### src/rtl/mdio_pkg.sv
package mdio_pkg;

    localparam int PRE_BITS   = 32;
    localparam int FRAME_BITS = 32;
    localparam int IDLE_IDX   = PRE_BITS + FRAME_BITS;
    localparam int IDX_W      = $clog2(IDLE_IDX + 1);
    localparam int TA2_POS    = 15;  // frame position of the second turnaround bit
    localparam int TA1_POS    = 14;
    localparam logic [4:0] STATUS_REG  = 5'd1;
    localparam int         NOPRE_BIT   = 6;

    typedef enum logic [1:0] {
        OP_WRITE = 2'b01,
        OP_READ  = 2'b10
    } mdio_op_e;

    typedef struct packed {
        logic [1:0]  st;
        mdio_op_e    op;
        logic [4:0]  phy;
        logic [4:0]  regad;
        logic [1:0]  ta;
        logic [15:0] data;
    } mdio_frame_t;

    function automatic mdio_frame_t build_frame(input logic rd, input logic [4:0] pa,
                                                input logic [4:0] ra, input logic [15:0] wd);
        mdio_frame_t f;
        f.st    = 2'b01;
        f.op    = rd ? OP_READ : OP_WRITE;
        f.phy   = pa;
        f.regad = ra;
        f.ta    = rd ? 2'b00 : 2'b10;
        f.data  = rd ? 16'h0000 : wd;
        return f;
    endfunction

endpackage

### src/rtl/mdio_clkgen.sv
module mdio_clkgen #(
    parameter int HALF_SLOW = 10,
    parameter int HALF_FAST = 5
) (
    input  logic clk,
    input  logic rst,
    input  logic en,
    input  logic fast,
    output logic mdc,
    output logic rise_stb,
    output logic fall_stb
);
    localparam int CW = $clog2(HALF_SLOW + 1);
    localparam logic [CW-1:0] LIM_SLOW = CW'(HALF_SLOW - 1);
    localparam logic [CW-1:0] LIM_FAST = CW'(HALF_FAST - 1);

    logic [CW-1:0] cnt_q;
    logic [CW-1:0] lim;
    logic          wrap;

    assign lim      = fast ? LIM_FAST : LIM_SLOW;
    assign wrap     = en && (cnt_q == lim);
    assign rise_stb = wrap && !mdc;
    assign fall_stb = wrap && mdc;

    always_ff @(posedge clk) begin
        if (rst || !en) begin
            cnt_q <= '0;
            mdc   <= 1'b0;
        end else if (wrap) begin
            cnt_q <= '0;
            mdc   <= ~mdc;
        end else begin
            cnt_q <= cnt_q + 1'b1;
        end
    end

    // the MDC level only moves while the divider is enabled
    assert_mdc_gated_R10: assert property (@(posedge clk) disable iff (rst)
        !$past(en) |-> !mdc);

endmodule

### src/rtl/mdio_pre_track.sv
module mdio_pre_track (
    input  logic clk,
    input  logic rst,
    input  logic disconnect,
    input  logic upd,
    input  logic ta_ok,
    input  logic is_status,
    input  logic cap_bit,
    output logic suppress
);
    always_ff @(posedge clk) begin
        if (rst || disconnect) begin
            suppress <= 1'b0;
        end else if (upd) begin
            if (!ta_ok)         suppress <= 1'b0;
            else if (is_status) suppress <= cap_bit;
        end
    end

    assert_disc_clears_R9: assert property (@(posedge clk) disable iff (rst)
        disconnect |=> !suppress);

    assert_err_clears_R9: assert property (@(posedge clk) disable iff (rst)
        (upd && !ta_ok) |=> !suppress);

endmodule

### src/rtl/mdio_master.sv
module mdio_master
    import mdio_pkg::*;
#(
    parameter int HALF_SLOW = 10,
    parameter int HALF_FAST = 5
) (
    input  logic        clk,
    input  logic        rst,
    input  logic        start,
    input  logic        rd_req,
    input  logic [4:0]  phy_addr,
    input  logic [4:0]  reg_addr,
    input  logic [15:0] wr_data,
    input  logic        fast_mdc,
    input  logic        irq_en,
    input  logic        phy_disconnect,
    input  logic        mdio_i,
    output logic        mdc,
    output logic        mdio_o,
    output logic        mdio_oe,
    output logic        busy,
    output logic        done,
    output logic [15:0] rd_data,
    output logic        rd_ok,
    output logic        rd_err,
    output logic        err_irq
);
    localparam logic [IDX_W-1:0] IDX_FRAME = IDX_W'(PRE_BITS);
    localparam logic [IDX_W-1:0] IDX_LAST  = IDX_W'(IDLE_IDX);

    logic [IDX_W-1:0] idx_q;
    mdio_frame_t      frm_q;
    logic             is_rd_q, fast_q, ta_ok_q, suppress;
    logic [15:0]      sh_q;
    logic             rise_stb, fall_stb;
    logic             accept, last_bit, in_pre, in_frm, released, learn_upd;
    logic [4:0]       fpos;

    assign accept    = start && !busy;
    assign last_bit  = idx_q == IDX_LAST;
    assign in_pre    = idx_q < IDX_FRAME;
    assign in_frm    = !in_pre && !last_bit;
    assign fpos      = idx_q[4:0];
    assign released  = is_rd_q && (fpos >= 5'(TA1_POS));
    assign learn_upd = busy && fall_stb && last_bit && is_rd_q;

    always_comb begin
        mdio_oe = busy && (in_pre || (in_frm && !released));
        mdio_o  = mdio_oe && (in_pre || frm_q[5'd31 - fpos]);
    end

    mdio_clkgen #(.HALF_SLOW(HALF_SLOW), .HALF_FAST(HALF_FAST)) u_clk (
        .clk(clk), .rst(rst), .en(busy), .fast(fast_q),
        .mdc(mdc), .rise_stb(rise_stb), .fall_stb(fall_stb)
    );

    mdio_pre_track u_pre (
        .clk(clk), .rst(rst), .disconnect(phy_disconnect), .upd(learn_upd),
        .ta_ok(ta_ok_q), .is_status(frm_q.regad == STATUS_REG),
        .cap_bit(sh_q[NOPRE_BIT]), .suppress(suppress)
    );

    always_ff @(posedge clk) begin
        if (rst) begin
            busy    <= 1'b0;
            done    <= 1'b0;
            err_irq <= 1'b0;
            rd_ok   <= 1'b0;
            rd_err  <= 1'b0;
            rd_data <= '0;
            idx_q   <= '0;
            frm_q   <= '0;
            is_rd_q <= 1'b0;
            fast_q  <= 1'b0;
            ta_ok_q <= 1'b0;
            sh_q    <= '0;
        end else begin
            done    <= 1'b0;
            err_irq <= 1'b0;
            if (accept) begin
                busy    <= 1'b1;
                idx_q   <= suppress ? IDX_FRAME : '0;
                frm_q   <= build_frame(rd_req, phy_addr, reg_addr, wr_data);
                is_rd_q <= rd_req;
                fast_q  <= fast_mdc;
                ta_ok_q <= 1'b0;
            end else if (busy) begin
                if (rise_stb && is_rd_q && in_frm) begin
                    if (fpos == 5'(TA2_POS))     ta_ok_q <= !mdio_i;
                    else if (fpos > 5'(TA2_POS)) sh_q    <= {sh_q[14:0], mdio_i};
                end
                if (fall_stb) begin
                    if (last_bit) begin
                        busy    <= 1'b0;
                        done    <= 1'b1;
                        rd_ok   <= is_rd_q && ta_ok_q;
                        rd_err  <= is_rd_q && !ta_ok_q;
                        err_irq <= is_rd_q && !ta_ok_q && irq_en;
                        if (is_rd_q) rd_data <= ta_ok_q ? sh_q : 16'h0000;
                    end else begin
                        idx_q <= idx_q + 1'b1;
                    end
                end
            end
        end
    end

    assert_idle_quiet_R1: assert property (@(posedge clk) disable iff (rst)
        !busy |-> (!mdc && !mdio_oe));

    assert_mdio_on_fall_R12: assert property (@(posedge clk) disable iff (rst)
        (busy && $past(busy) && (!$stable(mdio_o) || !$stable(mdio_oe))) |-> $fell(mdc));

    assert_done_single_R11: assert property (@(posedge clk) disable iff (rst)
        done |=> !done);

    assert_busy_on_start_R11: assert property (@(posedge clk) disable iff (rst)
        (start && !busy) |=> busy);

    assert_irq_with_err_R7: assert property (@(posedge clk) disable iff (rst)
        err_irq |-> (done && rd_err));

    assert_flags_excl_R6: assert property (@(posedge clk) disable iff (rst)
        !(rd_ok && rd_err));

endmodule

### config.mk
export PLATFORM = sky130hd
export DESIGN_NAME = mdio_master
export DESIGN_NICKNAME = d
export VERILOG_FILES = /design/src/rtl/mdio_pkg.sv /design/src/rtl/mdio_clkgen.sv /design/src/rtl/mdio_pre_track.sv /design/src/rtl/mdio_master.sv
export SDC_FILE = /design/constraint.sdc
export NUM_CORES = 1
export LEC_CHECK = 0
export CORE_AREA = 2 2 83 85
export DETAILED_ROUTE_END_ITERATION = 6
export DIE_AREA = 0 0 85 87
export PLACE_DENSITY = 0.77
export SYNTH_ARGS = -nofsm -noshare
export SYNTH_HDL_FRONTEND = slang
export SYNTH_SLANG_ARGS = --single-unit
### constraint.sdc
create_clock -name clk -period 3.6 [get_ports clk]
set_clock_uncertainty 0.15 [all_clocks]
set_input_delay 1.08 -clock clk [delete_from_list [all_inputs] [get_ports clk]]
set_output_delay 1.08 -clock clk [all_outputs]
set_load 0.05 [all_outputs]
=== Word-level counts from Yosys, hierarchy flattened ===
Cells that the tools add are included.

* Bits in registers: 84
* Input port bits: 34
* Output and inout bits: 24
* Logic and storage cells: 98

* $add $sub $neg: 3
* Magnitude comparators: 4
* Eq/ne operators: 6
* Muxes and demuxes: 19
* Bitwise logic cells: 6
* Reductions and logical operators: 40

{| class="wikitable"
|+ Operator list
! operator !! count
|-
| 2-to-1 mux 16 bit || 2
|-
| 2-to-1 mux 7 bit || 4
|-
| logical AND 1 bit || 17
|-
| AND reduction 5 bit || 2
|-
| 2-to-1 mux 1 bit || 8
|-
| adder 7 x 1 -> 7 bit (second input constant) || 1
|-
| equality test 7 bit (second input constant) || 1
|-
| logical NOT 1 bit || 7
|-
| < comparator 7 x 6 -> 1 bit (second input constant) || 1
|-
| < comparator 5 x 6 -> 1 bit (second input constant) || 1
|-
| 2-to-1 mux 6 bit || 1
|-
| NOT 1 bit || 6
|-
| AND reduction 3 bit || 2
|-
| binary-select mux 1 bit (select 5 bit) || 1
|-
| equality test 5 x 1 -> 1 bit (second input constant) || 1
|-
| equality test 5 x 4 -> 1 bit (second input constant) || 1
|-
| greater-or-equal comparator 5 x 4 -> 1 bit (second input constant) || 1
|-
| > comparator 5 x 4 -> 1 bit (second input constant) || 1
|-
| OR reduction 5 bit || 1
|-
| subtractor 5 bit (first input constant) || 1
|-
| adder 4 x 1 -> 4 bit (second input constant) || 1
|-
| equality test 4 bit || 1
|-
| logical OR 1 bit || 4
|-
| 2-to-1 mux 2 bit || 2
|-
| other kinds (8) || 10
|}

=== Logic depth before layout (Yosys ltp) ===
* Depth after elaboration: 8
* Gate-level depth with buffers: 11
* Mapped depth without buffers: 7

=== Hierarchy ===
From an unflattened synthesis, not the netlist that was laid out.

* Cell total of the unflattened synthesis: 327
* Area total of the unflattened synthesis: 3,255.6 um^2

{| class="wikitable"
|+ By module, submodules not included
! module !! instances !! cells an instance !! area each (um^2) !! seq. area each (um^2)
|-
| mdio_master || 1 || 297 || 2,965.3 || 1,501.4
|-
| mdio_clkgen || 1 || 24 || 236.5 || 100.1
|-
| mdio_pre_track || 1 || 6 || 53.8 || 20.0
|}

=== Worst setup path after synthesis ===
No wires, ideal clock.

* Path type: register -> output
* Start point: register idx_q[0]
* End point: output port mdio_o
* Data arrival time: 2.762 ns
* Data required time: 2.370 ns
* Slack: -0.392 ns
* Stages on the path, launching flop included: 10
* Path buffers: 2
* Cell sequence: dfxtp_1 -> buf_2 -> buf_2 -> inv_1 -> ha_1 -> nor4b_1 -> nand3_1 -> and2_1 -> o21ai_0 -> a311oi_1

* Word-level cells in the longest chain between the ends: 7
* Elaborated cells on any way between the ends: 16
* Classes of those cells: add/sub: 1; order compare: 2; eq/ne: 1; mux: 2; reduce/logical: 10

{| class="wikitable"
|+ RTL lines
! what !! RTL line !! RTL
|-
| start: declaration || mdio_master.sv:31 || <nowiki>logic [IDX_W-1:0] idx_q;</nowiki>
|-
| start signal: assignment || mdio_master.sv:82 || <nowiki>idx_q <= suppress ? IDX_FRAME : '0;</nowiki>
|-
| start signal: assignment || mdio_master.sv:101 || <nowiki>idx_q <= idx_q + 1'b1;</nowiki>
|-
| parallel branches: the longest is 6 deep, another holds subtractor 5 bit || -- ||
|-
| logical AND 1 bit (*) || mdio_master.sv:49 || <nowiki>mdio_o = mdio_oe && (in_pre || frm_q[5'd31 - fpos]);</nowiki>
|-
| end: declaration || mdio_master.sv:19 || <nowiki>output logic mdio_o,</nowiki>
|}

Mark *: on every way between the ends. The select of a mux whose other input is x is not followed.

=== Worst setup path after layout ===
Same ends and word-level chain as after synthesis.

==> impl_metrics.ini <==
[status]
status = complete, no violations

[floorplanning]
row_count = 30
dieArea_sq_um = 7400
initial_core_util_pct = 49.9
ios = 58
die_w_microns = 85
die_h_microns = 87
fp.coreArea_sq_um = 6570

[detailed_routing]
drc = 0
wl_met1_microns = 3350
drtIter0Drc = 120
wire_per_inst_microns = 14.3
dr.pass1.iters = 4
top_layer_used = met4
wl_met3_microns = 215
wl_met2_microns = 3050
ant_nets = 0
vias_per_cell = 5.46
finalWirelength_microns = 6770
route.vias.total = 2578

[cells_and_area]
drive_above_1_share_pct = 9.69
multi_input_area_sq_um = 1530
nets = 425
fill_cells = 536
diodes = 0
final-instance-count-excl-fill = 472
syn2layout_area_growth_pct = 26.0
seqCellArea_sq_um = 1620

[global_route]
grt_max_degree = 29
gr-usage-all-layers_pct = 19.2
grt_pass1_wl_microns = 11300
grt_overflow_total = 0
grt_pass1_vias = 2429
antenna_found_initial = 0

[setup_path]
critical_path.max_fanout = 7
r2r_slack_ns = 0.89
end_kind = output port
reg2reg_to = sh_q[9]
startpoint_type = register
crit_start = idx_q[0]
required_ns = 2.37
worstRegToRegCells = 8
timing.rr.start = idx_q[0]
cp.arrival_ns = 2.23
worst-setup-path-type = reg -> out

[clock_network]
cts_buffers = 9
postCtsSetupBuffers = 0
cts_buffer_depth = 2
root_buffer = clkbuf_8
clock-sinks = 81
cts_tree = done
htree_num_levels = 3
clock_latency_ns = 0.35
clk_pin_slew_ns = 0.08

[pwr]
peakVddDrop_v = 0.000286
powerDensity_nw_per_um2 = 420
p_leak_nw = 1.59

[sta]
maxSlewViolCount = 0
relSlewSlack_pct = 44.4
fmax_ghz = 0.289
tightest_slew_ns = 0.831
rsz0062_at_grt = false
tns_ns = 0
min_period_over_period_pct = 96.2
period_minus_slack_ns = 3.46
hold_viol = 0
setup_viol = 0

[logic_synthesis]
ys_seq_elements = 81
dominantRegCellSynth = dfxtp_1
syn-cell-area_sq_um = 3280
synth_top_area_share_pct = 49.5
synth_edf_count = 0
synth_most_common_cell = dfxtp_1
synthTopCellsByCount = dfxtp_1, nor2_1, a22o_1
async_flop_share_pct = 0
ys_warn_count = 0
yosysTopAreaCell = dfxtp_1
synth_seq_area_share_pct = 49.5
syn_area_per_cell_sq_um = 9.79
synth_cell_types = 41
yosys-top-cells-area = dfxtp_1, a22o_1, mux2i_1
synth_fp_nets = 373
netlist_instances = 335

[run]
cap_violations = 0

[placement]
post-dp-hpwl_microns = 4710
portBuffers = 57
gp_congestion = 0.864
dp.cells = 456

[worst_hold_path]
min_to = frm_q[30]
min_path_type = reg -> reg
hold_start = frm_q[30]
holdPathStages = 2
==> worst max path at each step <==
stage                          to  slack (ns)  depth (start not counted)
after detailed placement   mdio_o        0.37                          5
after global routing       mdio_o        0.01                          5
after global placement     mdio_o        0.39                          5
final                      mdio_o        0.14                          5
after floorplan            mdio_o        0.07                          9
after CTS                 mdio_oe      0.0004                          8
==> registers in the layout, indices dropped and copies added, names as in the netlist <==
name and cells:
u_clk.cnt_q 4, u_pre.suppress 1, done 1, fast_q 1
ta_ok_q 1, rd_err 1, idx_q 7, rd_data 16
u_clk.mdc 1, rd_ok 1, sh_q 16, err_irq 1
frm_q 29, busy 1
==> worst max-delay path, cell delays in order, from the launching register on <==
cell      delay [ns]
dfxtp_2         0.43
mux4_2          0.53
a311o_1         0.36
a221oi_1        0.25
a311oi_2        0.10
buf_4           0.22
==> report_power, final <==
part           internal, W  leakage (nW)  switching [W]  total, W
registers         0.000917         0.657      0.0000183  0.000935
clock network     0.000340        0.0985       0.000330  0.000670
logic            0.0000682         0.833      0.0000604  0.000129
==> metrics by stage <==
stage,total power [W],util (%),hold WS [ns],cell area (sq um),setup WS [ns]
2_1_floorplan,0.00102,-,0.275,3280,0.0707
3_5_place_dp,0.00108,59.6,0.289,3920,0.373
3_3_place_gp,0.00108,59.6,0.287,3920,0.389
6_report,0.00173,62.9,0.299,4130,0.138
4_1_cts,0.00175,62.7,0.301,4120,0.000418
5_1_grt,0.00179,62.9,0.319,4130,0.0103
==> repair_timing <==
item | in CTS | in global routing
resized for setup | 1 | 3
endpoints found under the setup margin | 2 | 2
hold buffers | 0 | 0
==> kinds of logic after synthesis <==
| group | synth area share [%] |
|---|---|
| AOI/OAI and AO/OA | 15.5 |
| xor gates and xnor gates | 2.14 |
| adders and majority gates | 1.53 |
| buffers and inverters | 4.20 |
| DFF | 49.5 |
| muxes | 9.77 |
| and+or+nand+nor | 17.4 |
==> placed cells by master (no fill, tap or decap), types with 10 or more instances in the layout <==
cell             count
dfxtp_1             79
clkdlybuf4s50_1     55
nor2_1              34
a22o_1              28
a21oi_1             26
nand2_1             25
mux2i_1             23
nand3_1             21
inv_1               10
clkbuf_8            10
==> cell type report <==
type                            count  area share, %
Multi-Input combinational cell    221           37.1
Clock buffer                       10           3.33
Sequential cell                    81           39.3
Timing Repair Buffer               64           15.3
Tap cell                           80           2.42
Inverter                           10          0.909
Clock inverter                      6           1.64
==> per-layer routing <==
| layer | global-route usage, % | vias to the layer above |
|---|---|---|
| met1 | 25.4 | 1203 |
| met2 | 29.7 | 58 |
| met5 | 0 | - |
| met3 | 3.51 | 14 |
| met4 | 10.7 | 0 |
| li1 | - | 1303 |
(Power assumes the default switching activity.)
